## config.mk

```make
export PLATFORM = sky130hd
export DESIGN_NAME = wp_write_gate
export DESIGN_NICKNAME = d
export VERILOG_FILES = /design/src/rtl/wp_pkg.sv /design/src/rtl/wp_addr_decode.sv /design/src/rtl/wp_key_seq.sv /design/src/rtl/wp_fault_flag.sv /design/src/rtl/wp_write_gate.sv
export SDC_FILE = /design/constraint.sdc
export NUM_CORES = 1
export LEC_CHECK = 0
export BUFFER_PORTS_ARGS = -buffer_cell sky130_fd_sc_hd__buf_2
export CAP_MARGIN = 20
export CORE_AREA = 2 2 39 41
export DETAILED_ROUTE_END_ITERATION = 8
export DIE_AREA = 0 0 41 43
export PLACE_DENSITY = 0.68
export SLEW_MARGIN = 20
export SYNTH_ARGS = -nofsm -noshare
export SYNTH_HDL_FRONTEND = slang
export SYNTH_SLANG_ARGS = --single-unit
```

## constraint.sdc

```tcl
create_clock -name clk -period 2.4 [get_ports clk]
set_input_delay 0.12 -clock clk [delete_from_list [all_inputs] [get_ports clk]]
set_output_delay 0.12 -clock clk [all_outputs]
set_load 0.03 [all_outputs]
```

## src/rtl/wp_pkg.sv

```systemverilog
package wp_pkg;
   typedef enum logic [1:0] {
      GATE_SHUT = 2'd0,
      GATE_HALF = 2'd1,
      GATE_OPEN = 2'd2
   } gate_state_e;
endpackage

```

## src/rtl/wp_addr_decode.sv

```systemverilog
module wp_addr_decode #(
   parameter int unsigned             ADDR_W     = 8,
   parameter int unsigned             ADDR_LSB   = 2,
   parameter logic [ADDR_W-1:0]       KICK0_ADDR = 8'h6C,
   parameter logic [ADDR_W-1:0]       KICK1_ADDR = 8'h70,
   parameter logic [ADDR_W-1:0]       PROT_LO    = 8'h00,
   parameter logic [ADDR_W-1:0]       PROT_HI    = 8'h9C
) (
   input  logic [ADDR_W-1:0] addr,
   output logic              hit_k0,
   output logic              hit_k1,
   output logic              in_win
);
   logic [ADDR_W-1:0] idx, k0_idx, k1_idx, lo_idx, hi_idx;

   generate
      if (ADDR_LSB == 0) begin : g_byte
         assign idx    = addr;
         assign k0_idx = KICK0_ADDR;
         assign k1_idx = KICK1_ADDR;
         assign lo_idx = PROT_LO;
         assign hi_idx = PROT_HI;
      end else begin : g_word
         assign idx    = addr       >> ADDR_LSB;
         assign k0_idx = KICK0_ADDR >> ADDR_LSB;
         assign k1_idx = KICK1_ADDR >> ADDR_LSB;
         assign lo_idx = PROT_LO    >> ADDR_LSB;
         assign hi_idx = PROT_HI    >> ADDR_LSB;
      end
   endgenerate

   assign hit_k0 = (idx == k0_idx);
   assign hit_k1 = (idx == k1_idx);
   // offset from the window base compared with the window span
   assign in_win = ((idx - lo_idx) <= (hi_idx - lo_idx));
endmodule

```

## src/rtl/wp_key_seq.sv

```systemverilog
module wp_key_seq
   import wp_pkg::*;
#(
   parameter int unsigned        DATA_W = 32,
   parameter logic [DATA_W-1:0]  KEY0   = 32'h83E7_0B13,
   parameter logic [DATA_W-1:0]  KEY1   = 32'h95A4_F1E0
) (
   input  logic              clk,
   input  logic              rst_n,
   input  logic              wr_en,
   input  logic              hit_k0,
   input  logic              hit_k1,
   input  logic [DATA_W-1:0] wr_data,
   output logic              is_open
);
   gate_state_e st_q, st_d;

   always_comb begin
      st_d = st_q;
      if (wr_en && hit_k0) begin
         st_d = (wr_data == KEY0) ? GATE_HALF : GATE_SHUT;
      end else if (wr_en && hit_k1) begin
         if ((wr_data == KEY1) && (st_q != GATE_SHUT))
            st_d = GATE_OPEN;
         else
            st_d = GATE_SHUT;
      end
   end

   always_ff @(posedge clk) begin
      if (!rst_n) st_q <= GATE_SHUT;
      else        st_q <= st_d;
   end

   assign is_open = (st_q == GATE_OPEN);
endmodule

```

## src/rtl/wp_fault_flag.sv

```systemverilog
module wp_fault_flag (
   input  logic clk,
   input  logic rst_n,
   input  logic set_req,
   output logic flag
);
   always_ff @(posedge clk) begin
      if (!rst_n)       flag <= 1'b0;
      else if (set_req) flag <= 1'b1;
   end
endmodule

```

## src/rtl/wp_write_gate.sv

```systemverilog
module wp_write_gate #(
   parameter int unsigned        ADDR_W     = 8,
   parameter int unsigned        DATA_W     = 32,
   parameter int unsigned        ADDR_LSB   = 2,
   parameter logic [ADDR_W-1:0]  KICK0_ADDR = 8'h6C,
   parameter logic [ADDR_W-1:0]  KICK1_ADDR = 8'h70,
   parameter logic [ADDR_W-1:0]  PROT_LO    = 8'h00,
   parameter logic [ADDR_W-1:0]  PROT_HI    = 8'h9C,
   parameter logic [DATA_W-1:0]  KEY0       = 32'h83E7_0B13,
   parameter logic [DATA_W-1:0]  KEY1       = 32'h95A4_F1E0
) (
   input  logic              clk,
   input  logic              rst_n,
   input  logic              wr_en,
   input  logic [ADDR_W-1:0] wr_addr,
   input  logic [DATA_W-1:0] wr_data,
   output logic              wr_allow,
   output logic              locked,
   output logic              violation
);
   localparam logic [ADDR_W-1:0] K0_W = KICK0_ADDR >> ADDR_LSB;
   localparam logic [ADDR_W-1:0] K1_W = KICK1_ADDR >> ADDR_LSB;

   generate
      if (ADDR_LSB >= ADDR_W) begin : g_chk_lsb
         $error("ADDR_LSB must be below ADDR_W");
      end
      if (K0_W == K1_W) begin : g_chk_kick
         $error("kick registers must decode to different words");
      end
      if (PROT_LO > PROT_HI) begin : g_chk_win
         $error("protected window is empty");
      end
      if ((KEY0 == '0) || (KEY1 == '0)) begin : g_chk_key
         $error("a zero key would make relocking impossible");
      end
   endgenerate

   logic hit_k0, hit_k1, in_win, is_open, kick_hit, prot_hit;

   wp_addr_decode #(
      .ADDR_W(ADDR_W), .ADDR_LSB(ADDR_LSB),
      .KICK0_ADDR(KICK0_ADDR), .KICK1_ADDR(KICK1_ADDR),
      .PROT_LO(PROT_LO), .PROT_HI(PROT_HI)
   ) u_dec (
      .addr(wr_addr), .hit_k0(hit_k0), .hit_k1(hit_k1), .in_win(in_win)
   );

   wp_key_seq #(
      .DATA_W(DATA_W), .KEY0(KEY0), .KEY1(KEY1)
   ) u_seq (
      .clk(clk), .rst_n(rst_n), .wr_en(wr_en),
      .hit_k0(hit_k0), .hit_k1(hit_k1), .wr_data(wr_data),
      .is_open(is_open)
   );

   assign kick_hit = hit_k0 | hit_k1;
   assign prot_hit = in_win & ~kick_hit;

   wp_fault_flag u_flag (
      .clk(clk), .rst_n(rst_n),
      .set_req(wr_en & prot_hit & ~is_open),
      .flag(violation)
   );

   assign wr_allow = wr_en & (~prot_hit | is_open);
   assign locked   = ~is_open;
endmodule

```

# == Word-level counts from Yosys, hierarchy flattened ==
# Index checks and enable logic that the tools add are counted.
# word_totals
reg_bits,3
in_bits,43
output_inout_bits,3
word_cells,26
# op_classes
n_lt_le_gt_ge,1
eq_ne,5
n_mux,4
bitwise_logic,9
n_reduce_logical,5
# ops
cell,count
32-bit == test (second input constant),2
6-bit by 5-bit == test with 1-bit output (second input constant),2
6-bit less-or-equal comparator (second input constant),1
2-bit 2-to-1 mux,3
1-bit AND,4
2-bit nonzero test,2
1-bit logical AND,3
1-bit inverter,3
2-bit == test (second input constant),1
1-bit bitwise OR,2
1-bit 2-to-1 mux,1

# == Depth between registers and ports, before layout ==
# Gate-level depths: netlist of run 1.
# logic_depth
depth_word,7
mapped_depth,4
mapped_depth_nobuf,4

# == By module ==
# A second synthesis of run 1 with hierarchy kept.
# hier_totals
cells_unflattened,42
area_unflattened_um2,372.9
# by_module_without_submodules
module,n_inst,cells_per_inst,area_each_um2,seq_area_each_um2
wp_key_seq,1,31,265.3,40.0
wp_addr_decode,1,5,48.8,0.0
wp_write_gate,1,4,31.3,0.0
wp_fault_flag,1,2,27.5,20.0

# == Worst setup path after synthesis of run 1 ==
# No wires, ideal clock.
# synth_timing
path_kind,register to output
startpoint,register u_seq.st_q[0]
endpoint,output port wr_allow
arrival_ps,1225
required_time_ps,2280
slack_ps,1055
path_stages_with_launch,5
path_buffers,0
path_cell_list,dfxtp_1 > nand2b_1 > nand3_1 > a31oi_1 > nor2b_1
# synth_via
elab_chain_len,3
# synth_rtl
item,line,rtl
from (decl),wp_key_seq.sv:16,"gate_state_e st_q, st_d;"
from (signal assigned),wp_key_seq.sv:32,else st_q <= st_d;
2-bit == test,wp_key_seq.sv:35,assign is_open = (st_q == GATE_OPEN);
1-bit bitwise OR,wp_write_gate.sv:66,assign wr_allow = wr_en & (~prot_hit | is_open);
1-bit AND,wp_write_gate.sv:66,
to (decl),wp_write_gate.sv:17,"output logic wr_allow,"
# No other way between the ends.

# == Final worst setup path of run 1 ==
# Same ends and word-level chain as after synthesis.

==> out/metrics.cfg, run 1 <==
[sta]
skew_ps = 4.01
period_needed_ps = 1340
worstMarginPinSlew_ps = 256
slew_viol_final = 0
hold_violations = 0
min_period_over_period_pct = 55.8
slew_headroom_pct = 82.7
setup_violations = 0
max_freq_ghz = 0.747
setup-tns-final_ps = 0
grt_setup_unrepaired = no

[grt]
grt_pass1_wl_mm = 1.80
antenna_found_initial = 0
grt_max_degree = 6
grt_usage_pct = 14.4
first_global_vias = 499
grt.overflow.total = 0

[synthesis]
syn_nets = 86
ys_seq_area_share_pct = 17.8
synth_cells = 43
synth.distinct_cells = 22
yosys_warnings = 0
syn_area_sq_um = 337
ys_ff_latch = 3
syn_area_per_cell_sq_um = 7.83

[placement]
post-place-cells = 102
gp_routability_congestion = 0.804
hpwl_mm = 1.00
port-buffer-count = 43

[finish]
final_cells = 106
drive_gt1_share_pct = 53.3
num_antenna_cells = 0
register_area_sq_um = 60.1
final_util_pct = 43.2
fill_cells = 159
multi_input_area_sq_um = 277
areaGrowthSynthToFinish_pct = 77.7
nets = 134

[floorplanning]
die_area_sq_mm = 0.00176
core_area_sq_mm = 0.00138
io_pins = 46
rows = 14
die_w_um = 41
start_util_pct = 24.3
die_y_um = 43

[critical_path]
path_cells = nand2b_1 -> nand3_1 -> a31oi_1 -> nor2b_1 -> buf_2
crit_required_ps = 2280
cp-start-kind = flop
cp_max_fo = 3
r2r_setup_slack_ps = 1460
r2r_cells = 4
critical_path_class = reg2out
crit_path_end_kind = primary output
max_stage_delay_ps = 330
r2r-end = u_flag.flag
r2r_start = u_seq.st_q[0]
cp-startpoint = u_seq.st_q[0]
crit_slowest_cell = dfxtp_1
arrival_ps = 1220

[run]
drv_cap = 0

[pwr]
p_leak_nw = 0.276
power.density_mw_per_mm2 = 347
ir_drop_uv = 168

[min_path]
min_path_type = in2reg
hp-start = rst_n
holdPathStages = 2
holdPathEnd = u_flag.flag

[route]
wire_per_inst_um = 10.4
dr.pass1.iters = 3
drtAntennaViolNets = 0
viasPerCell = 4.94
remaining_drc_errors = 0
dr.first_iter.drc_count = 5
route.vias.total = 524
drt_wl_total_mm = 1.11

[clocking]
cts_hold_buf = 0
clk_path_buf_depth = 2
cts-htree-levels = 1
ctsResizeCount = 0
insertion_delay_ps = 230
root_buffer = clkbuf_4
clkTransAtPathRegs_ps = 40
cts_setup_buffers = 0
cts_tree = yes
numCtsBuffers = 3
clock-sinks = 3

[status]
status = finished, final reports clean

==> sequential cells by signal (all words and copies together) (netlist names) <==
name         cells
u_seq.st_q       2
u_flag.flag      1
==> cell usage in the layout (no fill, tap or decap), types with 2 or more instances in the layout <==
master    synthesis  final
buf_2             0     43
clkbuf_4          0      3
dfxtp_1           3      3
nand2_1           2      2
nand2b_1          2      2
nand3_1           3      3
nand4_1           3      3
nand4b_1          4      4
nor2_1            5      5
nor2b_1           2      2
o211ai_1          2      2
o21ai_1           3      3
or4_1             3      3
==> metrics by stage <==
| stage | hold WS [ps] | power, mW | setup WS [ps] | cell area, sq um |
|---|---|---|---|---|
| after floorplan | 259 | 0.0763 | 1060 | 337 |
| after global placement | 419 | 0.118 | 1110 | 572 |
| after detailed placement | 422 | 0.120 | 1110 | 572 |
| after CTS | 175 | 0.214 | 1040 | 598 |
| after global routing | 186 | 0.224 | 911 | 598 |
| final | 180 | 0.207 | 1060 | 598 |
==> where the power goes <==
part | switching (mW) | total [mW] | internal [mW] | leakage [nW]
Sequential | 0.000655 | 0.0525 | 0.0518 | 0.0244
Clock | 0.0259 | 0.0882 | 0.0623 | 0.0150
Combinational | 0.0303 | 0.0666 | 0.0363 | 0.237
==> worst max-delay path by stage <==
stage / to / slack, ps / cells past startpoint
global route: wr_allow / 910 / 5
global placement: u_seq.st_q[1] / 1110 / 5
detailed placement: u_seq.st_q[1] / 1110 / 5
finish: wr_allow / 1060 / 5
CTS: wr_allow / 1040 / 5
floorplan: wr_allow / 1060 / 4
==> synth_stat cells <==
cell | count | area share (%)
nand2_1 | 2 | 2.2
nand4_1 | 3 | 5.6
nor4b_2 | 1 | 4.5
nor4_1 | 1 | 1.9
o2111ai_1 | 1 | 2.6
nor2b_1 | 2 | 3.7
nor2_1 | 5 | 5.6
nand4b_1 | 4 | 10
a31oi_1 | 1 | 1.9
o21a_1 | 1 | 2.2
nand3_1 | 3 | 4.5
or4bb_1 | 1 | 3.3
dfxtp_1 | 3 | 18
nand3b_4 | 1 | 5.9
o21ai_1 | 3 | 4.5
o211ai_1 | 2 | 4.5
a22o_1 | 1 | 2.6
and2_1 | 1 | 1.9
or4_1 | 3 | 6.7
nor3_1 | 1 | 1.5
nand2b_1 | 2 | 3.7
nor4b_1 | 1 | 2.6
==> final cells by class <==
type / instances / area share, %
clock buffer: 4 / 4.39
multi-input combinational: 40 / 46.2
sequential: 3 / 10.0
tap: 16 / 3.35
timing repair buffer: 43 / 36.0
==> worst max-delay path: cells and delay by family (launching register included) <==
kind | cells | cell delay, ps
DFF | 1 | 330
buffers and inverters | 1 | 180
AOI/OAI and AO/OA | 1 | 210
and+or+nand+nor | 3 | 270
==> per-layer routing <==
layer  global-route usage, %  part of all wire [%]  up-vias
met5                       0                     0        -
met4                    5.33                     0        0
met3                    5.24                    10        0
met1                    15.0                    41      225
li1                        -                     -      272
met2                    24.7                    49       27
==> cell families (layout without fill, tap and decap cells) <==
logic type / count (synthesis) / count (layout) / share of synthesized area [%]
buffers and inverters: 0 / 47 / 0
flip-flops: 3 / 3 / 17.8
AND/OR/NAND/NOR: 31 / 31 / 63.9
AO/OA/AOI/OAI: 9 / 9 / 18.2
Power figures use the tool's default switching activity.
==> run 2: changes to the inputs <==
==> constraint.sdc (replaced) <==
create_clock -name clk -period 1.3 [get_ports clk]
set_input_delay 0.065 -clock clk [delete_from_list [all_inputs] [get_ports clk]]
set_output_delay 0.065 -clock clk [all_outputs]
set_load 0.03 [all_outputs]
==> run 2 against run 1 <==
Die area stayed put. Sequential share of layout area down 0.32 points. Combinational power up 97%. Clock-buffer cell count unchanged. Final cell count is 1.9% higher. Worst hold slack got worse by 54 ps.
==> out/metrics.cfg, run 2 (synthesis results as in run 1) <==
[sta]
setup_ws_ps = 55.3
setup_violations = 0
slew_headroom_pct = 81.6
slew_viol_final = 0
period_needed_ps = 1240
min_period_over_period_pct = 95.7
max_freq_ghz = 0.803
hold_violations = 0
skew_ps = 2.15
setup-tns-final_ps = 0
worstMarginPinSlew_ps = 273

[route]
dr.first_iter.drc_count = 5
drtAntennaViolNets = 0
dr.pass1.iters = 4
remaining_drc_errors = 0
wire_per_inst_um = 10.3
drt_wl_total_mm = 1.12
viasPerCell = 4.95
route.vias.total = 535

[finish]
reg.largest.list = u_seq.st_q x2, u_flag.flag x1
register_area_sq_um = 61.3
nets = 136
fill_cells = 145
top_register = u_seq.st_q
layout_common_cells = buf_2 (42), nor2_1 (5), nand4b_1 (4), clkbuf_4 (4)
mostFrequentLayoutCell = buf_2
largest_reg_flops = 2
areaGrowthSynthToFinish_pct = 87.4
multi_input_area_sq_um = 290
final_util_pct = 45.6
design_area_sq_um = 631
drive_gt1_share_pct = 57.6
num_antenna_cells = 0
final_cells = 108

[clocking]
clock-sinks = 3
cts_tree = yes
root_buffer = clkbuf_4
cts-htree-levels = 1
cts_hold_buf = 0
numCtsBuffers = 3
insertion_delay_ps = 230
clk_path_buf_depth = 2
clkTransAtPathRegs_ps = 40

[placement]
hpwl_um = 967
post-place-cells = 103
port-buffer-count = 43
pre_cts_ws_ps = 65.5
dpl_cell_area_sq_um = 579
gp_routability_congestion = 0.799

[grt]
first_global_vias = 490
antenna_found_initial = 0
grt.overflow.total = 0
grt_pass1_wl_mm = 1.68
grt_max_degree = 6
grt_usage_pct = 13.2

[critical_path]
r2r_cells = 5
cp-start-kind = flop
critical_path_class = reg2out
crit_path_end_kind = primary output
cp_max_fo = 3
arrival_ps = 1180
crit_required_ps = 1240

[status]
status = finished, final reports clean

[floorplanning]
die_area_sq_mm = 0.00176
io_pins = 46
die_y_um = 43
rows = 14
die_w_um = 41
core_area_sq_mm = 0.00138
start_util_pct = 24.3

[min_path]
holdPathStages = 2
min_path_type = in2reg

[run]
drv_cap = 0

[pwr]
power.density_mw_per_mm2 = 617
p_leak_nw = 0.287
ir_drop_uv = 313

run 2: final timing paths:
check                              endpoint  slack (ps)           from
worst min register to register  u_flag.flag         470    u_flag.flag
worst max-delay path               wr_allow          60  u_seq.st_q[0]
worst max register to register  u_flag.flag         300  u_seq.st_q[1]
worst min-delay path            u_flag.flag         130          rst_n
run 2: per-layer routing:
metal  up-vias  global-route usage, %  wire, um
li1        275                      -         -
met1       231                   14.7       460
met2        29                   22.8       549
met3         0                   4.71       107
met4         0                   2.67         0
met5         -                      0         0
run 2: worst max-delay path, cell delays in order, from the launching register on:
cell and delay [ps]:
dfxtp_2 320, nand2b_4 110, nand3_1 80, a31oi_2 190, nor2b_1 60, clkbuf_4 180
run 2: stage by stage:
| step | hold WS (ps) | power [mW] |
|---|---|---|
| after CTS | 125 | 0.390 |
| after detailed placement | 367 | 0.222 |
| after global placement | 365 | 0.220 |
| after global routing | 136 | 0.420 |
| after floorplan | 204 | 0.141 |
| final | 125 | 0.389 |
run 2: power by group:
| group | switching, mW | internal, mW |
|---|---|---|
| clock | 0.0460 | 0.115 |
| sequential | 0.00120 | 0.0957 |
| combinational | 0.0583 | 0.0730 |
| total | 0.106 | 0.284 |
run 2: final cells by class:
| class | instances | area share [%] |
|---|---|---|
| clock buffer | 4 | 4.17 |
| timing repair buffer | 45 | 36.9 |
| sequential | 3 | 9.72 |
| multi-input combinational | 40 | 46.0 |
| tap | 16 | 3.17 |
run 2: repair_timing:
action,in CTS,in global routing
gates resized for setup,0,4
endpoints found under the setup margin,0,1
buffers inserted,0,1
